[src/rtl/hbus_pkg.sv]
`timescale 1ns/1ps
package hbus_pkg;
  localparam int CA_W     = 48;
  localparam int CA_BYTES = CA_W / 8;
  localparam int CA_RD_BIT = CA_W - 1;
  localparam int WORD_W   = 16;

  typedef enum logic [2:0] {
    ST_IDLE,
    ST_CA,
    ST_LAT,
    ST_DATA,
    ST_RWR
  } hb_state_t;
endpackage

[src/rtl/hbus_fsm.sv]
`timescale 1ns/1ps
module hbus_fsm
  import hbus_pkg::*;
#(
  parameter int LEN_W = 8,
  parameter int RWR_W = 4,
  parameter int LAT_W = 4,
  parameter int CNT_W = LEN_W + LAT_W + 2
) (
  input  logic             clk,
  input  logic             rst_n,
  input  logic             req_valid,
  input  logic [LEN_W-1:0] req_len,
  input  logic [LAT_W-1:0] cfg_lat,
  input  logic             cfg_fixed,
  input  logic [RWR_W-1:0] cfg_rwr,
  input  logic             rwds_i,
  output hb_state_t        state_q,
  output logic             phase_odd,
  output logic [2:0]       ca_sel,
  output logic             req_ack
);
  hb_state_t        state_d;
  logic [CNT_W-1:0] cnt_q, cnt_d;
  logic [LEN_W-1:0] len_q, len_d;
  logic [CNT_W-1:0] lat_end_q, lat_end_d;
  logic [LAT_W+1:0] lat_cyc;
  logic [CNT_W-1:0] data_last;
  logic [CNT_W-1:0] rwr_last;
  logic             ca_last;

  // doubled latency when the mode forces it or the memory asks for it
  assign lat_cyc   = (cfg_fixed | rwds_i) ? {cfg_lat, 2'b00} : {1'b0, cfg_lat, 1'b0};
  assign data_last = CNT_W'({len_q, 1'b0}) - CNT_W'(1);
  assign rwr_last  = CNT_W'(cfg_rwr) - CNT_W'(1);
  assign ca_last   = (cnt_q == CNT_W'(CA_BYTES - 1));

  always_comb begin
    state_d   = state_q;
    cnt_d     = cnt_q + CNT_W'(1);
    len_d     = len_q;
    lat_end_d = lat_end_q;
    req_ack   = 1'b0;
    case (state_q)
      ST_IDLE: begin
        cnt_d = '0;
        if (req_valid) begin
          req_ack = 1'b1;
          state_d = ST_CA;
          len_d   = (req_len == '0) ? LEN_W'(1) : req_len;
        end
      end
      ST_CA: begin
        if (ca_last) begin
          cnt_d     = '0;
          lat_end_d = CNT_W'(lat_cyc) - CNT_W'(1);
          state_d   = (lat_cyc == '0) ? ST_DATA : ST_LAT;
        end
      end
      ST_LAT: begin
        if (cnt_q == lat_end_q) begin
          cnt_d   = '0;
          state_d = ST_DATA;
        end
      end
      ST_DATA: begin
        if (cnt_q == data_last) begin
          cnt_d   = '0;
          state_d = (cfg_rwr == '0) ? ST_IDLE : ST_RWR;
        end
      end
      ST_RWR: begin
        if (cnt_q == rwr_last) begin
          cnt_d   = '0;
          state_d = ST_IDLE;
        end
      end
      default: begin
        cnt_d   = '0;
        state_d = ST_IDLE;
      end
    endcase
  end

  always_ff @(posedge clk or negedge rst_n) begin
    if (!rst_n) begin
      state_q   <= ST_IDLE;
      cnt_q     <= '0;
      len_q     <= '0;
      lat_end_q <= '0;
    end else begin
      state_q <= state_d;
      cnt_q   <= cnt_d;
      if (req_ack) begin
        len_q <= len_d;
      end
      if (state_q == ST_CA && ca_last) begin
        lat_end_q <= lat_end_d;
      end
    end
  end

  assign phase_odd = cnt_q[0];
  assign ca_sel    = cnt_q[2:0];
endmodule

[src/rtl/hbus_ca_path.sv]
`timescale 1ns/1ps
module hbus_ca_path
  import hbus_pkg::*;
(
  input  logic            clk,
  input  logic            rst_n,
  input  logic            load,
  input  logic [CA_W-1:0] ca_in,
  input  logic [2:0]      sel,
  output logic [7:0]      byte_o,
  output logic            is_read
);
  logic [CA_W-1:0] ca_q;
  logic [7:0]      ca_bytes [CA_BYTES];

  for (genvar g = 0; g < CA_BYTES; g++) begin : g_split
    assign ca_bytes[g] = ca_q[CA_W-1-8*g -: 8];
  end

  always_comb begin
    byte_o = '0;
    for (int i = 0; i < CA_BYTES; i++) begin
      if (sel == 3'(i)) byte_o = ca_bytes[i];
    end
  end

  always_ff @(posedge clk or negedge rst_n) begin
    if (!rst_n) begin
      ca_q <= '0;
    end else if (load) begin
      ca_q <= ca_in;
    end
  end

  assign is_read = ca_q[CA_RD_BIT];
endmodule

[src/rtl/hbus_dpath.sv]
`timescale 1ns/1ps
module hbus_dpath
  import hbus_pkg::*;
(
  input  logic              clk,
  input  logic              rst_n,
  input  logic              data_act,
  input  logic              is_read,
  input  logic              odd,
  input  logic [WORD_W-1:0] wr_data,
  input  logic [7:0]        dq_i,
  output logic              wr_take,
  output logic [7:0]        wr_byte,
  output logic [WORD_W-1:0] rd_data,
  output logic              rd_valid
);
  logic [7:0] lo_q;
  logic [7:0] hi_q;
  logic       rd_hi_en, rd_lo_en;

  assign wr_take  = data_act & ~is_read & ~odd;
  assign wr_byte  = odd ? lo_q : wr_data[15:8];
  assign rd_hi_en = data_act & is_read & ~odd;
  assign rd_lo_en = data_act & is_read & odd;

  always_ff @(posedge clk or negedge rst_n) begin
    if (!rst_n) begin
      lo_q     <= '0;
      hi_q     <= '0;
      rd_data  <= '0;
      rd_valid <= 1'b0;
    end else begin
      if (wr_take)  lo_q    <= wr_data[7:0];
      if (rd_hi_en) hi_q    <= dq_i;
      if (rd_lo_en) rd_data <= {hi_q, dq_i};
      rd_valid <= rd_lo_en;
    end
  end
endmodule

[src/rtl/hbus_seq.sv]
`timescale 1ns/1ps
module hbus_seq
  import hbus_pkg::*;
#(
  parameter int LEN_W = 8,
  parameter int RWR_W = 4,
  parameter int LAT_W = 4
) (
  input  logic              clk,
  input  logic              rst_n,
  input  logic [LAT_W-1:0]  cfg_lat,
  input  logic              cfg_fixed,
  input  logic [RWR_W-1:0]  cfg_rwr,
  input  logic              req_valid,
  output logic              req_ack,
  input  logic [CA_W-1:0]   req_ca,
  input  logic [LEN_W-1:0]  req_len,
  input  logic [WORD_W-1:0] wr_data,
  output logic              wr_take,
  output logic [WORD_W-1:0] rd_data,
  output logic              rd_valid,
  output logic              cs_n,
  output logic              ck,
  output logic [7:0]        dq_o,
  output logic              dq_oe,
  input  logic [7:0]        dq_i,
  output logic              rwds_o,
  output logic              rwds_oe,
  input  logic              rwds_i
);
  localparam int CNT_W = LEN_W + LAT_W + 2;

  logic [1:0] rst_sync_q;
  logic       rst_n_s;
  hb_state_t  state_q;
  logic       phase_odd;
  logic [2:0] ca_sel;
  logic [7:0] ca_byte, wr_byte;
  logic       is_read;
  logic       in_ca, in_lat, in_data, active, wr_data_ph;

  // asynchronous assert, synchronous release
  always_ff @(posedge clk or negedge rst_n) begin
    if (!rst_n) rst_sync_q <= 2'b00;
    else        rst_sync_q <= {rst_sync_q[0], 1'b1};
  end
  assign rst_n_s = rst_sync_q[1];

  hbus_fsm #(
    .LEN_W(LEN_W), .RWR_W(RWR_W), .LAT_W(LAT_W), .CNT_W(CNT_W)
  ) u_fsm (
    .clk(clk), .rst_n(rst_n_s), .req_valid(req_valid), .req_len(req_len),
    .cfg_lat(cfg_lat), .cfg_fixed(cfg_fixed), .cfg_rwr(cfg_rwr),
    .rwds_i(rwds_i), .state_q(state_q), .phase_odd(phase_odd),
    .ca_sel(ca_sel), .req_ack(req_ack)
  );

  hbus_ca_path u_ca (
    .clk(clk), .rst_n(rst_n_s), .load(req_ack), .ca_in(req_ca),
    .sel(ca_sel), .byte_o(ca_byte), .is_read(is_read)
  );

  assign in_ca      = (state_q == ST_CA);
  assign in_lat     = (state_q == ST_LAT);
  assign in_data    = (state_q == ST_DATA);
  assign active     = in_ca | in_lat | in_data;
  assign wr_data_ph = in_data & ~is_read;

  hbus_dpath u_dp (
    .clk(clk), .rst_n(rst_n_s), .data_act(in_data), .is_read(is_read),
    .odd(phase_odd), .wr_data(wr_data), .dq_i(dq_i), .wr_take(wr_take),
    .wr_byte(wr_byte), .rd_data(rd_data), .rd_valid(rd_valid)
  );

  assign cs_n    = ~active;
  assign ck      = active & phase_odd;
  assign dq_oe   = in_ca | wr_data_ph;
  assign dq_o    = in_ca ? ca_byte : (wr_data_ph ? wr_byte : 8'h00);
  assign rwds_oe = wr_data_ph;
  assign rwds_o  = 1'b0;
endmodule

[config.mk]
export PLATFORM = sky130hd
export DESIGN_NAME = hbus_seq
export DESIGN_NICKNAME = d
export VERILOG_FILES = /design/src/rtl/hbus_pkg.sv /design/src/rtl/hbus_fsm.sv /design/src/rtl/hbus_ca_path.sv /design/src/rtl/hbus_dpath.sv /design/src/rtl/hbus_seq.sv
export SDC_FILE = /design/constraint.sdc
export NUM_CORES = 1
export LEC_CHECK = 0
export BUFFER_PORTS_ARGS = -buffer_cell sky130_fd_sc_hd__buf_2
export CORE_UTILIZATION = 55
export DETAILED_ROUTE_END_ITERATION = 12
export PLACE_DENSITY = 0.8
export SYNTH_ARGS = -nofsm -noshare
export SYNTH_HDL_FRONTEND = slang
export SYNTH_HIERARCHICAL = 1
export SYNTH_SLANG_ARGS = --single-unit
[constraint.sdc]
create_clock -name clk -period 4.4 [get_ports clk]
set_input_delay 0.44 -clock clk [delete_from_list [all_inputs] [get_ports clk]]
set_output_delay 0.44 -clock clk [all_outputs]
set_load 0.1 [all_outputs]
# Word level (Yosys, flattened, before mapping)
# Index checks and enable logic that the tools add are counted.
[op_classes]
addsub = 4
n_eq_ne = 18
muxes = 26
bitwise_logic = 13
reduce_logical = 9
[ops]
columns = ["cell", "n"]
rows = [
  ["8-bit 2-to-1 mux", 10],
  ["14-bit 2-to-1 mux", 4],
  ["14-bit case mux with 4 select lines", 1],
  ["14-bit == test", 3],
  ["3-bit 2-to-1 mux", 6],
  ["3-bit case mux with 5 select lines", 1],
  ["14-bit by 1-bit adder with 14-bit output, second input constant", 1],
  ["14-bit by 3-bit == test with 1-bit output, second input constant", 1],
  ["3-bit by 2-bit == test with 1-bit output, second input constant", 4],
  ["9-bit by 1-bit subtractor with 10-bit output, second input constant", 1],
  ["3-bit == test, second input constant", 3],
  ["8-bit logical NOT", 1],
  ["2-bit by 1-bit inequality test with 1-bit output, second input constant", 4],
  ["6-bit by 1-bit subtractor with 7-bit output, second input constant", 1],
  ["1-bit bitwise AND", 6],
  ["3-bit by 1-bit == test with 1-bit output, second input constant", 2],
  ["3-bit logical NOT", 2],
  ["6-bit logical NOT", 1],
  ["6-bit 2-to-1 mux", 1],
  ["3-bit AND reduction", 2],
  ["5-bit AND reduction", 1],
  ["4-bit by 1-bit subtractor with 5-bit output, second input constant", 1],
  ["4-bit logical NOT", 1],
  ["1-bit bitwise OR", 4],
  ["4 further kinds", 8],
]
[totals]
regBits = 122
input_bits = 93
out_inout_bits = 32
word_cells = 80

# Logic depth before layout (Yosys ltp)
[logic_depth]
word_depth = 8
ltp_mapped = 10

# Cells and area by module
# Netlist, hierarchy kept.
[by_module_without_submodules]
columns = ["module", "n_inst", "cells_per_inst", "area_each_um2", "seq_area_each_um2"]
rows = [
  ["hbus_fsm", 1, 233, 2230.9, 800.8],
  ["hbus_ca_path", 1, 148, 2229.6, 1201.2],
  ["hbus_dpath", 1, 80, 1393.8, 825.8],
  ["hbus_seq", 1, 40, 315.3, 50.0],
]

# Least setup slack after synthesis
# Ideal clock, no wire load.
[synth_path]
path_type = "register to output"
startpoint = "register u_fsm.state_q[1]"
endpoint = "output ck"
t_arrival_ns = 3.025
required_ns = 3.960
slack_ns = 0.935
path_stages_with_launch = 4
path_buffers = 1
cell_sequence = "dfrtp_1 buf_6 o21bai_1 nor2_1"
[synth_between]
elab_chain_len = 4
elab_cells_between_ends = 6
[synth_rtl]
columns = ["item", "line", "text"]
rows = [
  ["from (decl)", "hbus_fsm.sv:18", "output hb_state_t state_q,"],
  ["from (signal assigned)", "hbus_fsm.sv:92", "state_q <= state_d;"],
  ["3-bit by 1-bit == test with 1-bit output or 3-bit by 2-bit == test with 1-bit output (tied branches)", "hbus_seq.sv:63, hbus_seq.sv:64", ""],
  ["1-bit bitwise OR", "hbus_seq.sv:66", "assign active = in_ca | in_lat | in_data;"],
  ["1-bit bitwise OR *", "hbus_seq.sv:66", ""],
  ["1-bit bitwise AND *", "hbus_seq.sv:76", "assign ck = active & phase_odd;"],
  ["to (decl)", "hbus_seq.sv:23", "output logic ck,"],
]
# Mark *: on every way between the ends. The rest lies on a longest branch, timed or not.

# Final worst setup path
[layout_path]
startpoint = "register u_fsm.cnt_q[0]"
endpoint = "output dq_o[7]"
[layout_between]
elab_chain_len = 8
elab_cells_between_ends = 15
[layout_rtl]
columns = ["item", "line", "text"]
rows = [
  ["from (decl)", "hbus_fsm.sv:24", "logic [CNT_W-1:0] cnt_q, cnt_d;"],
  ["from (signal assigned)", "hbus_fsm.sv:93", "cnt_q <= cnt_d;"],
  ["3-bit logical NOT", "hbus_ca_path.sv:23", "if (sel == 3'(i)) byte_o = ca_bytes[i];"],
  ["8-bit 2-to-1 mux (5 in a row)", "hbus_ca_path.sv:23", ""],
  ["8-bit 2-to-1 mux *", "hbus_ca_path.sv:23", ""],
  ["via ca_byte[7]", "hbus_seq.sv:38", "logic [7:0] ca_byte, wr_byte;"],
  ["8-bit 2-to-1 mux *", "hbus_seq.sv:78", "assign dq_o = in_ca ? ca_byte : (wr_data_ph ? wr_byte : 8'h00);"],
  ["to (decl)", "hbus_seq.sv:24", "output logic [7:0] dq_o,"],
]
# Mark *: on every way through the listed nets, which the timed path passes. The rest lies on a longest branch.

==> flow_summary.yaml <==
grt:
  grt_max_degree: 83
  grt_usage: 0.2510
  grt_overflow: 0
  grt_pass1_vias: 4472
  antenna_found_initial: 0
  grt_first_pass_wirelength_um: 21740
power:
  totalPowerFinal_mw: 6.523
  p_switching_mw: 2.882
  switching_share: 0.4419
  combPwrFrac: 0.454
  cellLeakagePower_nw: 3.340
  vdd_drop_max_mv: 0.7180
  power_frac_clock: 0.224
  seqPwrFrac: 0.322
  p_int_mw: 3.641
  power_density_nw_per_um2: 888.5
placement:
  gp_congestion: 0.8363
  dpl.hpwl_um: 9379
  place_inst: 734
  io_buffers: 123
  pre_cts_slack_ps: 1450
finish:
  final_nets: 713
  diodes: 0
  drive_gt1_frac: 0.4617
  stdcell_count: 766
  syn_to_final_growth_pct: 19.00
floorplanning:
  dieArea_um2: 11650
  die_x_um: 107.9
  rows: 38
  fp.dieH_um: 107.9
  io-pin-count: 125
  start_util: 0.5667
  core_area_um2: 10890
synth:
  ys_async_sr_fraction: 1.000
  synth_edf_count: 0
  ys.flop_type: "dfrtp_1"
  yosysMostFrequentCell: "dfrtp_1"
  ys_ff_latch: 115
  synth_seq_area_share: 0.4664
  syn_area_um2: 6170
  synth_top_cell_area_share: 0.4664
  synthTopCellsByArea: "dfrtp_1 47%, mux2_2 16%, mux2i_1 4.4%"
  synthTopCellsByCount: "115 x dfrtp_1, 86 x mux2_2, 27 x mux2i_1"
  synth_cells: 501
  synth_top_cell_by_area: "dfrtp_1"
  synthesis.nets: 600
  synth_area_per_cell_um2: 12.31
  synth.distinct_cells: 67
  yosysWarnings: 6
sta:
  tns_ps: 0
  hold_viol: 0
  period_needed_ps: 3531
  finClkSkew_ps: 6.819
  slew_headroom: 0.2231
  timing.hold.ws_ps: 133.5
  layout_setup_ws_ps: 868.8
  setup_viol: 0
  fmax_mhz: 283.2
  maxSlewViolCount: 0
  rsz0062_at_grt: "no"
  worstMarginPinSlew_ps: 1165
  period_share: 0.8025
cts:
  htree_levels: 4
  postCtsSetupRepairBufs: 0
  clock-root-buffer: "clkbuf_8"
  worstSkewPairLatency_ps: 530
  clock_sinks: 115
  path_clk_slew_ps: 60
  cts_tree: "built"
  cts_buffers: 17
  cts_buffer_depth: 2
worst_setup_path:
  worstPathArrival_ps: 3090
  start_kind: "flip-flop"
  required_ps: 3960
  critPathCaptureType: "output port"
  cp_max_fo: 44
  worstSetupPathType: "flip-flop to output port"
outcome:
  status: "finished clean"
drt:
  via_per_inst: 5.620
  drt_iter0_drc: 233
  drt.antenna.violating_nets: 0
  vias: 4305
  first_pass_iters: 5
  wl_um: 13600
  wire_per_inst_um: 17.75
  route.detailed.drc: 0
hold_path:
  min_path_type: "input port to flip-flop"
flow_run:
  maxCapViolations: 0
[kinds of logic after synthesis]
logic type | count (synthesis) | synth area share
AO/OA/AOI/OAI | 66 | 0.07848
XOR/XNOR | 32 | 0.04543
adder cells (fa/ha/maj) | 6 | 0.01217
buffers and inverters | 45 | 0.05435
flip-flops | 115 | 0.4664
multiplexers | 124 | 0.2269
other | 2 | 0.001217
AND/OR/NAND/NOR | 111 | 0.1150
[critical path, cell delays in order (launching register included)]
cell	delay [ps]
dfrtp_2	1140
mux2i_1	180
o21a_1	210
a221oi_1	300
nand2b_2	90
a21oi_1	170
buf_2	460
[power by group through the flow]
| stage | sequential, mW | clock (mW) | combinational [mW] |
|---|---|---|---|
| 2_1_floorplan | 2.35 | 0 | 2.29 |
| 3_3_place_gp | 2.07 | 0 | 2.90 |
| 3_5_place_dp | 2.10 | 0 | 2.95 |
| 4_1_cts | 2.10 | 1.48 | 2.98 |
| 5_1_grt | 2.17 | 1.53 | 3.13 |
| 6_report | 2.10 | 1.46 | 2.96 |
[sequential cells by signal, summed over array words and instances (netlist names)]
name and flops:
u_fsm/state_q 3, u_dp/rd_valid 1, u_dp/hi_q 8, u_ca/ca_bytes 48, u_fsm/lat_end_q 7, u_fsm/len_q 8
u_dp/lo_q 8, u_dp/rd_data 16, rst_sync_q 2, u_fsm/cnt_q 14
[layout make-up]
class,instances,area (um^2)
Fill cell,785,3546
Multi-Input combinational cell,341,2963
Sequential cell,115,2883
Timing Repair Buffer,127,648.1
Clock buffer,20,445.4
Clock inverter,11,182.7
Tap cell,140,175.2
Inverter,12,45.04
[cells in the final DEF (no fill, tap or decap), types with 3 or more instances in the layout]
master	instances
mux2_4	10
nand3b_1	10
or3_1	3
bufinv_16	5
nor2_2	7
buf_4	3
nand3_1	10
mux2i_1	27
nand2b_2	8
nor2_1	19
a221oi_1	4
xor2_1	18
a221oi_2	4
o21a_1	9
xnor2_1	14
nor4_1	4
clkinv_2	5
a21oi_1	15
clkbuf_8	3
buf_2	123
nand2_1	15
nand2b_1	4
nor3_1	8
mux2_2	86
dfrtp_1	113
ha_1	6
nand4_1	3
inv_1	11
clkbuf_16	16
o21ai_0	13
[routing by layer]
metal	routed length, um	vias to the layer above	GRT usage
met4	410	0	0.1331
met2	7027	127	0.4212
met5	0	-	0
met1	5548	2130	0.2980
met3	608	30	0.06114
li1	-	2018	-
[final timing paths]
kind,to,from,cells past startpoint,slack (ps)
min,u_ca/ca_bytes[35],req_ca[35],2,130
min in group asynchronous,rst_sync_q[0],rst_n,2,220
max,dq_o[7],u_fsm/cnt_q[0],6,870
max reg2reg,u_fsm/lat_end_q[5],u_fsm/cnt_q[0],5,1430
min reg2reg,rst_sync_q[1],rst_sync_q[0],0,350
max in group asynchronous,u_fsm/cnt_q[0],rst_sync_q[1],1,2860
[stage by stage]
step,util,area (um^2)
6_report,0.6743,7342
2_1_floorplan,-,6170
3_5_place_dp,0.6157,6704
4_1_cts,0.6743,7342
5_1_grt,0.6743,7342
3_3_place_gp,0.6157,6704
[repair_timing]
item                      4_1_cts  5_1_grt
hold buffers                    1        0
hold endpoints to repair        2        0
resized for setup               0        0
Power figures use the tool's default switching activity.
